$ cat config.mk
export PLATFORM = sky130hd
export DESIGN_NAME = dram_page_seq
export DESIGN_NICKNAME = d
export VERILOG_FILES = /design/src/rtl/dps_pkg.sv /design/src/rtl/dps_addr_unit.sv /design/src/rtl/dps_prech_timer.sv /design/src/rtl/dram_page_seq.sv
export SDC_FILE = /design/constraint.sdc
export NUM_CORES = 1
export LEC_CHECK = 0
export BUFFER_PORTS_ARGS = -buffer_cell sky130_fd_sc_hd__buf_4
export CORE_MARGIN = 2
export CORE_UTILIZATION = 50
export CTS_CLUSTER_SIZE = 10
export DETAILED_ROUTE_END_ITERATION = 10
export GPL_TIMING_DRIVEN = 0
export PLACE_DENSITY_LB_ADDON = 0.3
export SETUP_SLACK_MARGIN = 0.15
export SLEW_MARGIN = 25
export SYNTH_ARGS = -nofsm -noshare
export SYNTH_HDL_FRONTEND = slang
export SYNTH_SLANG_ARGS = --single-unit
$ cat constraint.sdc
create_clock -name clk -period 3.1 [get_ports clk]
set_input_delay 0.465 -clock clk [delete_from_list [all_inputs] [get_ports clk]]
set_output_delay 0.465 -clock clk [all_outputs]
set_load 0.01 [all_outputs]
$ cat src/rtl/dps_pkg.sv
package dps_pkg;
  typedef enum logic [2:0] {
    S_IDLE,
    S_RAS,
    S_CADR,
    S_CASL,
    S_CASH,
    S_PRE
  } dps_state_e;
endpackage

$ cat src/rtl/dps_addr_unit.sv
module dps_addr_unit #(
  parameter int ROW_W  = 10,
  parameter int COL_W  = 8,
  parameter int BLEN_W = 6
) (
  input  logic                    clk,
  input  logic                    rst,
  input  logic                    load,
  input  logic [ROW_W+COL_W-1:0]  ld_addr,
  input  logic [BLEN_W-1:0]       ld_words,
  input  logic                    open_pg,
  input  logic                    step,
  input  logic [COL_W:0]          cfg_page_words,
  output logic [ROW_W+COL_W-1:0]  cur,
  output logic [ROW_W+COL_W-1:0]  nxt,
  output logic                    last,
  output logic                    miss
);
  localparam int ADDR_W = ROW_W + COL_W;
  localparam int PG_W   = COL_W + 1;

  logic [ADDR_W-1:0] cur_q;
  logic [BLEN_W-1:0] rem_q;
  logic [PG_W-1:0]   pg_q;
  logic [PG_W:0]     pg_inc;

  always_ff @(posedge clk) begin
    if (rst) begin
      cur_q <= '0;
      rem_q <= '0;
      pg_q  <= '0;
    end else begin
      if (load) begin
        cur_q <= ld_addr;
        rem_q <= ld_words;
      end else if (step && (rem_q != '0)) begin
        cur_q <= cur_q + 1'b1;
        rem_q <= rem_q - 1'b1;
      end
      if (open_pg)
        pg_q <= '0;
      else if (step)
        pg_q <= pg_q + 1'b1;
    end
  end

  assign pg_inc = {1'b0, pg_q} + 1'b1;
  assign cur    = cur_q;
  assign nxt    = cur_q + 1'b1;
  assign last   = (rem_q == '0);
  // next word leaves the row when the current column is the row's last one
  assign miss   = (&cur_q[COL_W-1:0]) || (pg_inc >= {1'b0, cfg_page_words});

  // words in one open page never exceed the configured limit
  assert_pg_bound_R7: assert property (@(posedge clk) disable iff (rst)
    (step && cfg_page_words != '0) |-> (pg_q < cfg_page_words));
endmodule

$ cat src/rtl/dps_prech_timer.sv
module dps_prech_timer #(
  parameter int PRECH = 2
) (
  input  logic clk,
  input  logic rst,
  input  logic load,
  output logic done
);
  localparam int CW = (PRECH < 2) ? 1 : $clog2(PRECH + 1);

  logic [CW-1:0] cnt_q;

  always_ff @(posedge clk) begin
    if (rst)
      cnt_q <= '0;
    else if (load)
      cnt_q <= CW'(PRECH - 1);
    else if (cnt_q != '0)
      cnt_q <= cnt_q - 1'b1;
  end

  assign done = (cnt_q == '0);
endmodule

$ cat src/rtl/dram_page_seq.sv
module dram_page_seq #(
  parameter int ROW_W  = 10,
  parameter int COL_W  = 8,
  parameter int BLEN_W = 6,
  parameter int PRECH  = 2,
  localparam int ADDR_W = ROW_W + COL_W,
  localparam int MA_W   = (ROW_W > COL_W) ? ROW_W : COL_W
) (
  input  logic              clk,
  input  logic              rst,
  input  logic              req,
  input  logic              burst,
  input  logic              wr,
  input  logic [ADDR_W-1:0] addr,
  input  logic [BLEN_W-1:0] blen,
  input  logic              cfg_edo,
  input  logic [COL_W:0]    cfg_page_words,
  output logic              ack,
  output logic              ras_n,
  output logic              cas_n,
  output logic              we_n,
  output logic [MA_W-1:0]   ma
);
  import dps_pkg::*;

  dps_state_e state_q, state_d;
  logic wr_q, edo_q, last_q, miss_q;
  logic load, step, open_pg, prech_done, prech_load;
  logic [ADDR_W-1:0] cur, nxt;
  logic last, miss;
  logic ack_d, ras_n_d, cas_n_d, we_n_d, wr_eff;
  logic [MA_W-1:0] ma_d;

  assign load       = (state_q == S_IDLE) && req;
  assign step       = (state_q == S_CASL);
  assign open_pg    = (state_d == S_RAS);
  assign prech_load = (state_d == S_PRE) && (state_q != S_PRE);

  dps_addr_unit #(.ROW_W(ROW_W), .COL_W(COL_W), .BLEN_W(BLEN_W)) u_addr (
    .clk(clk), .rst(rst), .load(load), .ld_addr(addr),
    .ld_words(burst ? blen : '0), .open_pg(open_pg), .step(step),
    .cfg_page_words(cfg_page_words), .cur(cur), .nxt(nxt),
    .last(last), .miss(miss)
  );

  dps_prech_timer #(.PRECH(PRECH)) u_prech (
    .clk(clk), .rst(rst), .load(prech_load), .done(prech_done)
  );

  always_comb begin
    state_d = state_q;
    unique case (state_q)
      S_IDLE: if (req) state_d = S_RAS;
      S_RAS:  state_d = S_CADR;
      S_CADR: state_d = S_CASL;
      S_CASL: state_d = S_CASH;
      S_CASH: begin
        if (last_q || miss_q) state_d = S_PRE;
        else if (edo_q)       state_d = S_CASL;
        else                  state_d = S_CADR;
      end
      S_PRE:  if (prech_done) state_d = last_q ? S_IDLE : S_RAS;
      default: state_d = S_IDLE;
    endcase
  end

  assign wr_eff = (state_q == S_IDLE) ? wr : wr_q;

  always_comb begin
    ras_n_d = !(state_d inside {S_RAS, S_CADR, S_CASL, S_CASH});
    cas_n_d = (state_d != S_CASL);
    we_n_d  = ras_n_d || !wr_eff;
    ack_d   = ((state_d == S_CASL) && !edo_q) || ((state_d == S_CASH) && edo_q);
    ma_d    = ma;
    unique case (state_d)
      S_RAS:  ma_d = MA_W'((state_q == S_IDLE) ? addr[ADDR_W-1:COL_W] : cur[ADDR_W-1:COL_W]);
      S_CADR: ma_d = MA_W'(cur[COL_W-1:0]);
      S_CASH: if (edo_q && !last && !miss) ma_d = MA_W'(nxt[COL_W-1:0]);
      default: ma_d = ma;
    endcase
  end

  always_ff @(posedge clk) begin
    if (rst) begin
      state_q <= S_IDLE;
      wr_q    <= 1'b0;
      edo_q   <= 1'b0;
      last_q  <= 1'b1;
      miss_q  <= 1'b0;
      ack     <= 1'b0;
      ras_n   <= 1'b1;
      cas_n   <= 1'b1;
      we_n    <= 1'b1;
      ma      <= '0;
    end else begin
      state_q <= state_d;
      if (load) begin
        wr_q  <= wr;
        edo_q <= cfg_edo;
      end
      if (step) begin
        last_q <= last;
        miss_q <= !last && miss;
      end
      ack   <= ack_d;
      ras_n <= ras_n_d;
      cas_n <= cas_n_d;
      we_n  <= we_n_d;
      ma    <= ma_d;
    end
  end

  // precharge window tracker for the R8 check
  localparam int HW = $clog2(PRECH + 2) + 1;
  logic [HW-1:0] hi_run;
  always_ff @(posedge clk) begin
    if (rst)
      hi_run <= '1;
    else if (!ras_n)
      hi_run <= '0;
    else if (hi_run != '1)
      hi_run <= hi_run + 1'b1;
  end

  assert_prech_gap_R8: assert property (@(posedge clk) disable iff (rst)
    $fell(ras_n) |-> (hi_run >= HW'(PRECH)));
  assert_col_after_row_R3: assert property (@(posedge clk) disable iff (rst)
    $fell(ras_n) |=> (!ras_n && cas_n));
  assert_cas_follows_R3: assert property (@(posedge clk) disable iff (rst)
    $fell(ras_n) |=> ##1 !cas_n);
  assert_cas_inside_ras_R12: assert property (@(posedge clk) disable iff (rst)
    !cas_n |-> !ras_n);
  assert_ack_pulse_R9: assert property (@(posedge clk) disable iff (rst)
    ack |=> !ack);
  assert_fp_ack_R4: assert property (@(posedge clk) disable iff (rst)
    (ack && !edo_q) |-> !cas_n);
  assert_edo_ack_R5: assert property (@(posedge clk) disable iff (rst)
    (ack && edo_q) |-> (cas_n && $past(!cas_n)));
  assert_we_closed_R10: assert property (@(posedge clk) disable iff (rst)
    ras_n |-> we_n);
endmodule

# After elaboration in Yosys (flattened, before gate mapping)
# Index checks and enable logic that the tools add are counted.
# Widths: inputs -> output; s select.
# classes
n_addsub	5
multipliers	0
div_mod_pow	0
magnitude_cmp	1
eq_ne	13
shifts	0
mux	17
n_bitwise	0
reduce_logical	30
# ops
operator	n
$mux 18	2
$pmux 10 s3	1
$mux 10	2
$add 18x1->18 const B	1
$mux 6	3
$pmux 3 s6	1
$eq 3x2->1 const B	4
$eq 3x3->1 const B	4
$add 9x1->10 const B	1
$ge 10x9->1	1
$add 9x1->9 const B	1
$mux 3	3
$logic_and 1x1->1	8
$reduce_and 8->1	1
$eq 3x1->1 const B	2
$logic_not 6->1	1
$reduce_bool 2->1	3
$reduce_bool 6->1	1
$sub 6x1->6 const B	1
$logic_not 1->1	5
$mux 1	5
$logic_or 1x1->1	4
$reduce_bool 4->1	1
$reduce_or 2->1	2
other kinds (8)	8
# totals
reg_bits	56
latch_bits	0
ram_bits	0
rom_bits	0
input_bits	39
elab_cells	81
n_memories	0

# Longest topological paths before layout
# Gate-level depths: netlist (run 1).
# logic_depth
depth_word	7
mapped_depth	12

# Cells and area by module
# A second synthesis (run 1) with hierarchy kept.
# unflattened
cells_unflattened	434
area_unflattened_um2	3727.3
# by_module_without_submodules
mod	instances	cells_each	area_per_inst_um2	seq_area_each_um2
dps_addr_unit	1	281	2352.3	660.6
dram_page_seq	1	142	1263.7	420.4
dps_prech_timer	1	11	111.4	40.0

# Worst setup path before layout (run 1)
# Ideal clock, no wire load.
# synth_path
path_kind	reg2reg
start	reg u_addr.pg_q[0]
end	reg ma[1]
t_arrival_ps	2489
slack_ps	493
stages_incl_launch_ff	13
n_path_buf	1
path_cell_list	dfxtp_1 -> ha_1 -> nand3_1 -> or2_2 -> nor2_1 -> xor2_1 -> ha_1 -> a21oi_1 -> and4_4 -> o21a_1 -> buf_6 -> o22ai_2 -> o221a_1
# synth_between
elab_chain_len	7
# synth_lines
element	line_no	rtl
start, declared	dps_addr_unit.sv:24	logic [PG_W-1:0] pg_q;
start signal, assigned	dps_addr_unit.sv:43	pg_q <= pg_q + 1'b1;
$add 9x1->10	dps_addr_unit.sv:47	assign pg_inc = {1'b0, pg_q} + 1'b1;
named net u_addr.pg_inc[8]	dps_addr_unit.sv:25	logic [PG_W:0] pg_inc;
$ge 10x9->1	dps_addr_unit.sv:52	assign miss = (&cur_q[COL_W-1:0]) || (pg_inc >= {1'b0, cfg_page_words});
$logic_or 1x1->1	dps_addr_unit.sv:52	
$logic_not 1->1	dram_page_seq.sv:78	S_CASH: if (edo_q && !last && !miss) ma_d = MA_W'(nxt[COL_W-1:0]);
$logic_and 1x1->1	dram_page_seq.sv:78	
$ne 2x1->1 (no source line)	-	
$reduce_and 2->1 (no source line)	-	
end signal, assigned	dram_page_seq.sv:109	ma <= ma_d;
end, declared	dram_page_seq.sv:22	output logic [MA_W-1:0] ma
# The timed path passes the listed nets, and every way through them passes these cells.
# A chain may end at the register's enable or synchronous reset.

# Worst setup path in the final report (run 1)
# layout_path
start	reg u_addr.pg_q[2]
end	reg ma[1]
# Same word-level chain as after synthesis.

==> results.json, run 1 <==
{
  "wl_mm": 9.196,
  "drive_gt1_share_pct": 21.05,
  "dieArea_um2": 7485,
  "power.density_nw_per_um2": 515.0,
  "grt_pass1_vias": 3110,
  "clk_pin_slew_worst_paths_ns": 0.11,
  "crit_required_ns": 3.33,
  "fp.dieW_um": 86.52,
  "ant_nets": 0,
  "ys_seq_area_share_pct": 32.93,
  "synth-main-ff-cell": "dfxtp_1",
  "yosys_warnings": 0,
  "hold_slack_ns": 0.3168,
  "holdBufCountCts": 0,
  "intPower_mw": 1.320,
  "vias": 3346,
  "worstMarginPinSlew_ns": 0.8165,
  "finalCriticalPeriod_ns": 2.802,
  "overflow": 0,
  "vias_per_cell": 6.029,
  "layout_setup_ws_ns": 0.2977,
  "pwr-share-clk_pct": 21.8,
  "synthCells": 416,
  "swShare_pct": 35.83,
  "synth_edf_count": 0,
  "n_antenna_cell": 0,
  "pre_cts_slack_ns": 0.1807,
  "synth_top_area_share_pct": 32.93,
  "clk_latency_ns": 0.33,
  "maxCapViolations": 0,
  "grt_start_max_net_pins": 18,
  "crit_family": "compound AO/OA/AOI/OAI gates",
  "final_net_count": 527,
  "final_max_slew_viol_count": 0,
  "yosys-top-cells-area": "dfxtp_1, a21oi_1, ha_1",
  "synth.most_common_cell": "dfxtp_1",
  "netlist_area_um2": 3405,
  "place_hpwl_mm": 6.714,
  "place.gp.congestion": 0.9463,
  "setup_tns_ns": 0,
  "clk_path_buf_depth": 2,
  "critical_path_class": "reg2reg",
  "cts_inserted_buffers": 5,
  "area_growth_pct": 17.35,
  "grt_use_total_pct": 24.90,
  "crit_chain": "nand3_2 > nor2_1 > nand3_1 > xnor2_1 > ha_1 > a21o_2 > a21oi_2 > and4_4 > o21a_1 > buf_6 > o22ai_2 > o221a_1",
  "first_pass_iters": 6,
  "io_buffers": 51,
  "critPathCaptureType": "flop",
  "wl_per_cell_um": 16.57,
  "skew_ns": 0.01929,
  "cts_root_buffer": "clkbuf_8",
  "syn_nets": 469,
  "timing.slew.headroom_pct": 45.15,
  "fin_crit_sh_pct": 90.40,
  "comb_power_share_pct": 34.7,
  "pin_count": 53,
  "crit_slowest_cell": "dfxtp_1",
  "place_inst": 547,
  "p_seq_share_pct": 43.5,
  "grt_first_pass_wirelength_mm": 14.81,
  "max_freq_mhz": 356.8,
  "drc": 0,
  "die_h_um": 86.52,
  "core_um2": 6681,
  "drt_iter0_drc": 218,
  "arrival_ns": 3.03,
  "critPathBufInv": 1,
  "clock_sinks": 56,
  "initial_core_util_pct": 50.96,
  "antenna_found_initial": 0,
  "avgSynthCellArea_um2": 8.184,
  "synthArstFlopShare_pct": 0,
  "ff2ff_setup_slack_ns": 0.30,
  "n_fill_cell": 612,
  "rsz0062_at_grt": "false",
  "vdd_ir_drop_max_mv": 0.2661,
  "synth.top_cells.by_count": "dfxtp_1, a21oi_1, nor2_1",
  "cts-htree-levels": 2,
  "hold_violations": 0,
  "ys_types": 68,
  "yosys.area.top_type": "dfxtp_1",
  "cp_slowest_stage_delay_ns": 0.44,
  "cp_max_fo": 10,
  "cts_tree": "yes",
  "total_power_mw": 2.057,
  "layoutNonFillerInstCount": 555,
  "synth_seq_cells": 56,
  "outcome": "completed",
  "setup.worst_path.start_class": "flop",
  "p_switching_mw": 0.7370,
  "leakage_nw": 1.589,
  "fp-row-count": 30,
  "hp-class": "in2reg",
  "setup_viol": 0
}
through the flow:
stage	cell area, um2	utilization [%]
2_1_floorplan	3405	-
3_3_place_gp	3887	58.18
3_5_place_dp	3887	58.18
4_1_cts	3985	59.64
5_1_grt	3995	59.79
6_report	3995	59.79
what timing repair did:
item	in CTS	in global routing
hold endpoints to repair	0	0
setup buffers	0	0
gates resized for setup	1	4
pin swaps	0	1
setup endpoints to repair	1	9
sequential cells by signal (all words and copies together), names as in the netlist:
signal,cells
we_n,1
u_addr.cur,18
edo_q,1
ras_n,1
wr_q,1
cas_n,1
ack,1
u_prech.cnt_q,2
last_q,1
ma,10
state_q,3
miss_q,1
u_addr.pg_q,9
u_addr.rem_q,6
logic make-up after synthesis:
family / Yosys count / share of synthesized area, %
AND/OR/NAND/NOR: 153 / 22.90
AO/OA/AOI/OAI: 121 / 23.89
flip-flops: 56 / 32.93
buffers and inverters: 38 / 5.733
adder cells (fa/ha/maj): 14 / 5.145
multiplexers: 11 / 3.492
XOR/XNOR: 23 / 5.917
layer usage:
| layer | routed length (um) | track usage, % | up-vias |
|---|---|---|---|
| met5 | 0 | 0 | - |
| met4 | 169 | 8.665 | 0 |
| met3 | 652 | 3.714 | 14 |
| met2 | 4470 | 41.40 | 143 |
| met1 | 3904 | 32.96 | 1564 |
| li1 | - | - | 1625 |
cell type report:
type | count | area [um2] | share of cell area, %
Buffer | 22 | 135.1 | 3.382
Clock buffer | 6 | 82.58 | 2.067
Clock inverter | 2 | 13.76 | 0.3445
Inverter | 16 | 60.06 | 1.503
Multi-Input combinational cell | 322 | 2097 | 52.49
Sequential cell | 56 | 1124 | 28.12
Tap cell | 80 | 100.1 | 2.505
Timing Repair Buffer | 51 | 382.9 | 9.583
power groups by stage:
stage | logic [mW] | clock network, mW | registers (mW)
final | 0.714 | 0.449 | 0.895
after CTS | 0.710 | 0.444 | 0.893
after floorplan | 0.459 | 0 | 0.909
after detailed placement | 0.706 | 0 | 0.909
after global routing | 0.780 | 0.475 | 0.904
after global placement | 0.695 | 0 | 0.906
cell usage in the layout (no fill, tap or decap), types with 4 or more instances in the layout:
cell	netlist	final
a21oi_1	41	40
o21a_1	4	4
nand2_1	36	36
clkbuf_8	1	7
dfxtp_1	56	54
or3_1	4	4
a22oi_1	7	7
mux2_2	7	7
nor3_1	17	17
buf_6	4	4
a31oi_1	8	8
nand3_1	18	18
xor2_1	8	8
buf_4	1	52
inv_1	16	16
nand4_1	6	6
o21ai_0	20	20
nor2_1	41	41
clkbuf_1	13	13
o211ai_1	4	4
and2_1	4	4
mux2i_1	4	4
xnor2_1	15	15
ha_1	14	13
a311oi_1	6	6
a211oi_1	4	4
worst reg2reg max path, delay by kind of cell, from the launching register on:
| kind | cells | cell delay, ns |
|---|---|---|
| xor+xnor | 1 | 0.19 |
| simple gates | 4 | 0.80 |
| buf+inv | 1 | 0.14 |
| compound gates | 5 | 0.85 |
| fa+ha+maj | 1 | 0.28 |
| flops | 1 | 0.44 |
final timing paths:
| check | to | cells after the start | start |
|---|---|---|---|
| max | ma[1] | 12 | u_addr.pg_q[2] |
| min | state_q[1] | 2 | rst |
| max reg2reg | ma[1] | 12 | u_addr.pg_q[2] |
| min reg2reg | wr_q | 2 | wr_q |
(Power assumes the default switching activity.)
==> inputs of run 2 (changes only) <==
--- a/config.mk
+++ b/config.mk
@@ -5,11 +5,11 @@
 export SDC_FILE = /design/constraint.sdc
 export NUM_CORES = 1
 export LEC_CHECK = 0
-export BUFFER_PORTS_ARGS = -buffer_cell sky130_fd_sc_hd__buf_4
 export CORE_MARGIN = 2
 export CORE_UTILIZATION = 50
 export CTS_CLUSTER_SIZE = 10
 export DETAILED_ROUTE_END_ITERATION = 10
+export DONT_BUFFER_PORTS = 1
 export GPL_TIMING_DRIVEN = 0
 export PLACE_DENSITY_LB_ADDON = 0.3
 export SETUP_SLACK_MARGIN = 0.15
==> constraint.sdc (replaced) <==
create_clock -name clk -period 2.6 [get_ports clk]
set_input_delay 0.39 -clock clk [delete_from_list [all_inputs] [get_ports clk]]
set_output_delay 0.39 -clock clk [all_outputs]
set_load 0.01 [all_outputs]
==> results.json, run 2 (same netlist as run 1, synthesis figures left out) <==
{
  "hp-class": "in2reg",
  "cp_slowest_stage_delay_ns": 0.40,
  "grt_pass1_vias": 2989,
  "power.density_nw_per_um2": 652.5,
  "fin_crit_sh_pct": 97.66,
  "critPathCaptureType": "flop",
  "n_fill_cell": 610,
  "first_pass_iters": 5,
  "cts_tree": "yes",
  "hold_slack_ns": 0.1968,
  "vias": 3143,
  "leakage_nw": 1.439,
  "p_switching_mw": 0.8580,
  "area_growth_pct": 13.49,
  "globalRouteMet2Util_pct": 40.84,
  "fp.dieW_um": 86.52,
  "cp.depth": 12,
  "n_antenna_cell": 0,
  "p_seq_share_pct": 43.6,
  "setup_tns_ns": 0,
  "crit_slowest_cell": "dfxtp_4",
  "finalCriticalPeriod_ns": 2.539,
  "cts-htree-levels": 2,
  "place_inst": 496,
  "antenna_found_initial": 0,
  "fp-row-count": 30,
  "comb_power_share_pct": 29.0,
  "grt_first_pass_wirelength_mm": 14.66,
  "setup_viol": 0,
  "whs_path_depth": 2,
  "io_buffers": 0,
  "max_freq_mhz": 393.8,
  "clk_latency_ns": 0.32,
  "outcome": "completed",
  "crit_required_ns": 2.82,
  "drt_iter0_drc": 188,
  "crit_chain": "nand3_4 > nor2_4 > nand3_2 > xnor2_1 > ha_1 > a21o_2 > a21oi_2 > and4_4 > o21a_1 > buf_6 > o22ai_2 > o221a_1",
  "die_h_um": 86.52,
  "final_cell_mix": "dfxtp_1, a21oi_1, nor2_1",
  "clk_path_buf_depth": 2,
  "clk_pin_slew_worst_paths_ns": 0.11,
  "layout_setup_ws_ns": 0.06072,
  "timing.slew.headroom_pct": 40.12,
  "hold_violations": 0,
  "multi_input_area_um2": 2185,
  "final_net_count": 490,
  "rsz0062_at_grt": "true",
  "cts_root_buffer": "clkbuf_8",
  "pin_count": 53,
  "initial_core_util_pct": 50.96,
  "drive_gt1_share_pct": 17.12,
  "setup.worst_path.start_class": "flop",
  "swShare_pct": 34.03,
  "cts_inserted_buffers": 5,
  "skew_ns": 0.01244,
  "vias_per_cell": 6.068,
  "critPathBufInv": 1,
  "place.gp.congestion": 0.9216,
  "core_um2": 6681,
  "cp_max_fo": 5,
  "gr-usage-met1_pct": 31.40,
  "layoutNonFillerInstCount": 518,
  "grtUsageMet3_pct": 6.571,
  "wl_per_cell_um": 17.43,
  "intPower_mw": 1.663,
  "maxCapViolations": 0,
  "final_max_slew_viol_count": 0,
  "worstMarginPinSlew_ns": 0.8914,
  "ant_nets": 0,
  "seq_area_um2": 1137,
  "drc": 0,
  "grt_use_total_pct": 24.84,
  "clock_sinks": 56,
  "place_hpwl_mm": 6.570,
  "critical_path_class": "reg2reg",
  "busiest_layer": "met2",
  "crit_family": "compound AO/OA/AOI/OAI gates",
  "overflow": 0,
  "largest_reg_flops": 18,
  "pwr-share-clk_pct": 27.4,
  "vdd_ir_drop_max_mv": 0.3302,
  "arrival_ns": 2.76,
  "dieArea_um2": 7485,
  "final_common_cell": "dfxtp_1",
  "worstRegToRegCells": 12,
  "pre_cts_slack_ns": -0.09548,
  "wl_mm": 9.030,
  "grt_start_max_net_pins": 19
}
[run 2: worst paths after layout]
path,from,endpoint,slack (ns)
setup / recovery,u_addr.pg_q[0],ma[1],0.06
hold / removal,wr,wr_q,0.20
setup reg to reg,u_addr.pg_q[0],ma[1],0.06
hold reg to reg,wr_q,wr_q,0.46
[run 2: per-stage QoR]
step / power (mW) / instance area (um2) / util (%)
after floorplan: 1.632 / 3422 / -
after global placement: 1.791 / 3522 / 52.72
after global routing: 2.658 / 3864 / 57.83
after detailed placement: 1.808 / 3522 / 52.72
final: 2.521 / 3864 / 57.83
after CTS: 2.491 / 3804 / 56.93
[run 2: area by class of cell]
cell class	count	area share [%]
multi-input cells	322	56.54
flip-flops and latches	56	29.44
plain buffers	22	3.497
repair buffers	14	2.817
well taps	80	2.591
clock buffers	5	1.781
clock inverters	3	1.781
inverters	16	1.554
[run 2: worst reg2reg max path, stage by stage (launching register included)]
cell and delay [ns]:
dfxtp_4 0.40, nand3_4 0.11, nor2_4 0.13, nand3_2 0.09, xnor2_1 0.15, ha_1 0.32
a21o_2 0.21, a21oi_2 0.18, and4_4 0.24, o21a_1 0.17, buf_6 0.14, o22ai_2 0.09
o221a_1 0.21
[run 2: repair_timing]
item | CTS | global route
endpoints found under the setup margin | 11 | 11
setup buffers | 10 | 3
resized for setup | 17 | 8
hold buffers | 0 | 0
gates cloned | 1 | 0
pin swaps | 17 | 13
[run 2: power by group through the flow]
stage	sequential, mW	clock (mW)	combinational, mW
finish	1.10	0.690	0.731
global route	1.12	0.737	0.805
CTS	1.10	0.697	0.698
detailed placement	1.12	0	0.688
global placement	1.12	0	0.674
floorplan	1.08	0	0.548
[run 2: routing by layer]
| layer | part of all wire, % | vias to the layer above |
|---|---|---|
| li1 | - | 1552 |
| met1 | 43 | 1487 |
| met2 | 49 | 89 |
| met3 | 6.7 | 15 |
| met4 | 1.5 | 0 |
| met5 | 0 | - |
==> inputs of run 3 (changes only) <==
--- a/config.mk
+++ b/config.mk
@@ -11,6 +11,7 @@
 export DETAILED_ROUTE_END_ITERATION = 10
 export DONT_BUFFER_PORTS = 1
 export GPL_TIMING_DRIVEN = 0
+export MAX_ROUTING_LAYER = met4
 export PLACE_DENSITY_LB_ADDON = 0.3
 export SETUP_SLACK_MARGIN = 0.15
 export SLEW_MARGIN = 25
==> results.json, run 3 (same netlist as run 1, synthesis figures left out) <==
{
  "outcome": "completed",
  "drive_gt1_share_pct": 17.12,
  "grtUsageMet3_pct": 5.619,
  "total_power_mw": 2.524,
  "core_um2": 6681,
  "pwr-share-clk_pct": 27.5,
  "setup_viol": 0,
  "critical_path_class": "reg2reg",
  "area_growth_pct": 13.49,
  "cts-htree-levels": 2,
  "final_net_count": 490,
  "setup_tns_ns": 0,
  "vias_per_cell": 6.085,
  "clk_latency_ns": 0.32,
  "n_antenna_cell": 0,
  "setup.worst_path.start_class": "flop",
  "dieArea_um2": 7485,
  "first_pass_iters": 5,
  "layout_setup_ws_ns": 0.05939,
  "clock_sinks": 56,
  "place_hpwl_mm": 6.570,
  "p_seq_share_pct": 43.5,
  "fp.dieW_um": 86.52,
  "finalCriticalPeriod_ns": 2.541,
  "leakage_nw": 1.439,
  "busiest_layer": "met2",
  "worst_r2r_endpoint": "ma[1]",
  "clk_path_buf_depth": 2,
  "ant_nets": 0,
  "grt_pass1_vias": 3003,
  "fp-row-count": 30,
  "intPower_mw": 1.663,
  "globalRouteMet2Util_pct": 41.12,
  "drt_iter0_drc": 196,
  "place.gp.congestion": 0.9378,
  "fin_crit_sh_pct": 97.72,
  "final_cell_mix": "dfxtp_1, a21oi_1, nor2_1",
  "largest_reg_flops": 18,
  "grt_first_pass_wirelength_mm": 14.57,
  "ff2ff_setup_slack_ns": 0.06,
  "critPathCaptureType": "flop",
  "antenna_found_initial": 0,
  "final_common_cell": "dfxtp_1",
  "worstMarginPinSlew_ns": 0.8952,
  "pin_count": 53,
  "hold_slack_ns": 0.1942,
  "grt_use_total_pct": 25.46,
  "cp_max_fo": 5,
  "p_switching_mw": 0.8606,
  "n_fill_cell": 610,
  "vias": 3152,
  "hold_violations": 0,
  "die_h_um": 86.52,
  "arrival_ns": 2.77,
  "swShare_pct": 34.10,
  "gr-usage-met1_pct": 31.46,
  "initial_core_util_pct": 50.96,
  "seq_area_um2": 1137,
  "critPathCapture": "ma[1]",
  "comb_power_share_pct": 29.0,
  "post-route-util_pct": 57.83,
  "power.density_nw_per_um2": 653.1,
  "wl_per_cell_um": 17.43,
  "drc": 0,
  "timing.slew.headroom_pct": 39.86,
  "overflow": 0,
  "crit_required_ns": 2.83,
  "cts_tree": "yes",
  "vdd_ir_drop_max_mv": 0.3275,
  "reg2reg_from": "u_addr.pg_q[0]",
  "crit_path_start": "u_addr.pg_q[0]",
  "worstRegToRegCells": 12,
  "maxCapViolations": 0,
  "rsz0062_at_grt": "true",
  "io_buffers": 0,
  "skew_ns": 0.01012,
  "pre_cts_slack_ns": -0.09548,
  "clk_pin_slew_worst_paths_ns": 0.11,
  "whs_path_depth": 2,
  "grt_start_max_net_pins": 19,
  "multi_input_area_um2": 2185,
  "hp-class": "in2reg",
  "max_freq_mhz": 393.6,
  "cts_root_buffer": "clkbuf_8",
  "cts_inserted_buffers": 5,
  "final_max_slew_viol_count": 0,
  "wl_mm": 9.027
}
[run 3: power groups by stage]
stage	combinational, mW	clock, mW	sequential (mW)
2_1_floorplan	0.548	0	1.08
3_3_place_gp	0.674	0	1.12
3_5_place_dp	0.688	0	1.12
4_1_cts	0.698	0.697	1.10
5_1_grt	0.805	0.737	1.12
6_report	0.731	0.693	1.10
[run 3: worst min-delay path by stage]
stage               startpoint   end  slack, ns
floorplan                 wr_q  wr_q       0.44
global placement          wr_q  wr_q       0.44
detailed placement        wr_q  wr_q       0.45
CTS                         wr  wr_q       0.20
global route                wr  wr_q       0.19
finish                      wr  wr_q       0.19
[run 3: timing repair]
item	4_1_cts	5_1_grt
setup buffers	10	3
hold endpoints to repair	0	0
hold buffers	0	0
pin swaps	17	13
endpoints found under the setup margin	11	11
gates resized for setup	17	8
cloned	1	0
[run 3: cell type report]
class | instances | share of cell area, %
inverters | 16 | 1.554
well taps | 80 | 2.591
repair buffers | 14 | 2.817
multi-input cells | 322 | 56.54
clock inverters | 3 | 1.781
clock buffers | 5 | 1.781
plain buffers | 22 | 3.497
flip-flops and latches | 56 | 29.44
[run 3: metal layers]
layer  part of all wire (%)  up-vias  wire length (um)
met5                      0        -                 0
met4                    1.8        0               163
met3                    6.6       19               595
met2                     48       93              4377
met1                     43     1488              3890
li1                       -     1552                 -
[run 3: critical path, stage by stage (launching register included)]
cell	delay [ns]
dfxtp_4	0.40
nand3_4	0.11
nor2_4	0.13
nand3_2	0.09
xnor2_1	0.15
ha_1	0.32
a21o_2	0.21
a21oi_2	0.18
and4_4	0.24
o21a_1	0.17
buf_6	0.14
o22ai_2	0.09
o221a_1	0.21
[run 3: metrics by stage]
stage	area [um2]	std cells
floorplan	3422	416
global placement	3522	496
detailed placement	3522	496
CTS	3804	515
global route	3864	518
finish	3864	518
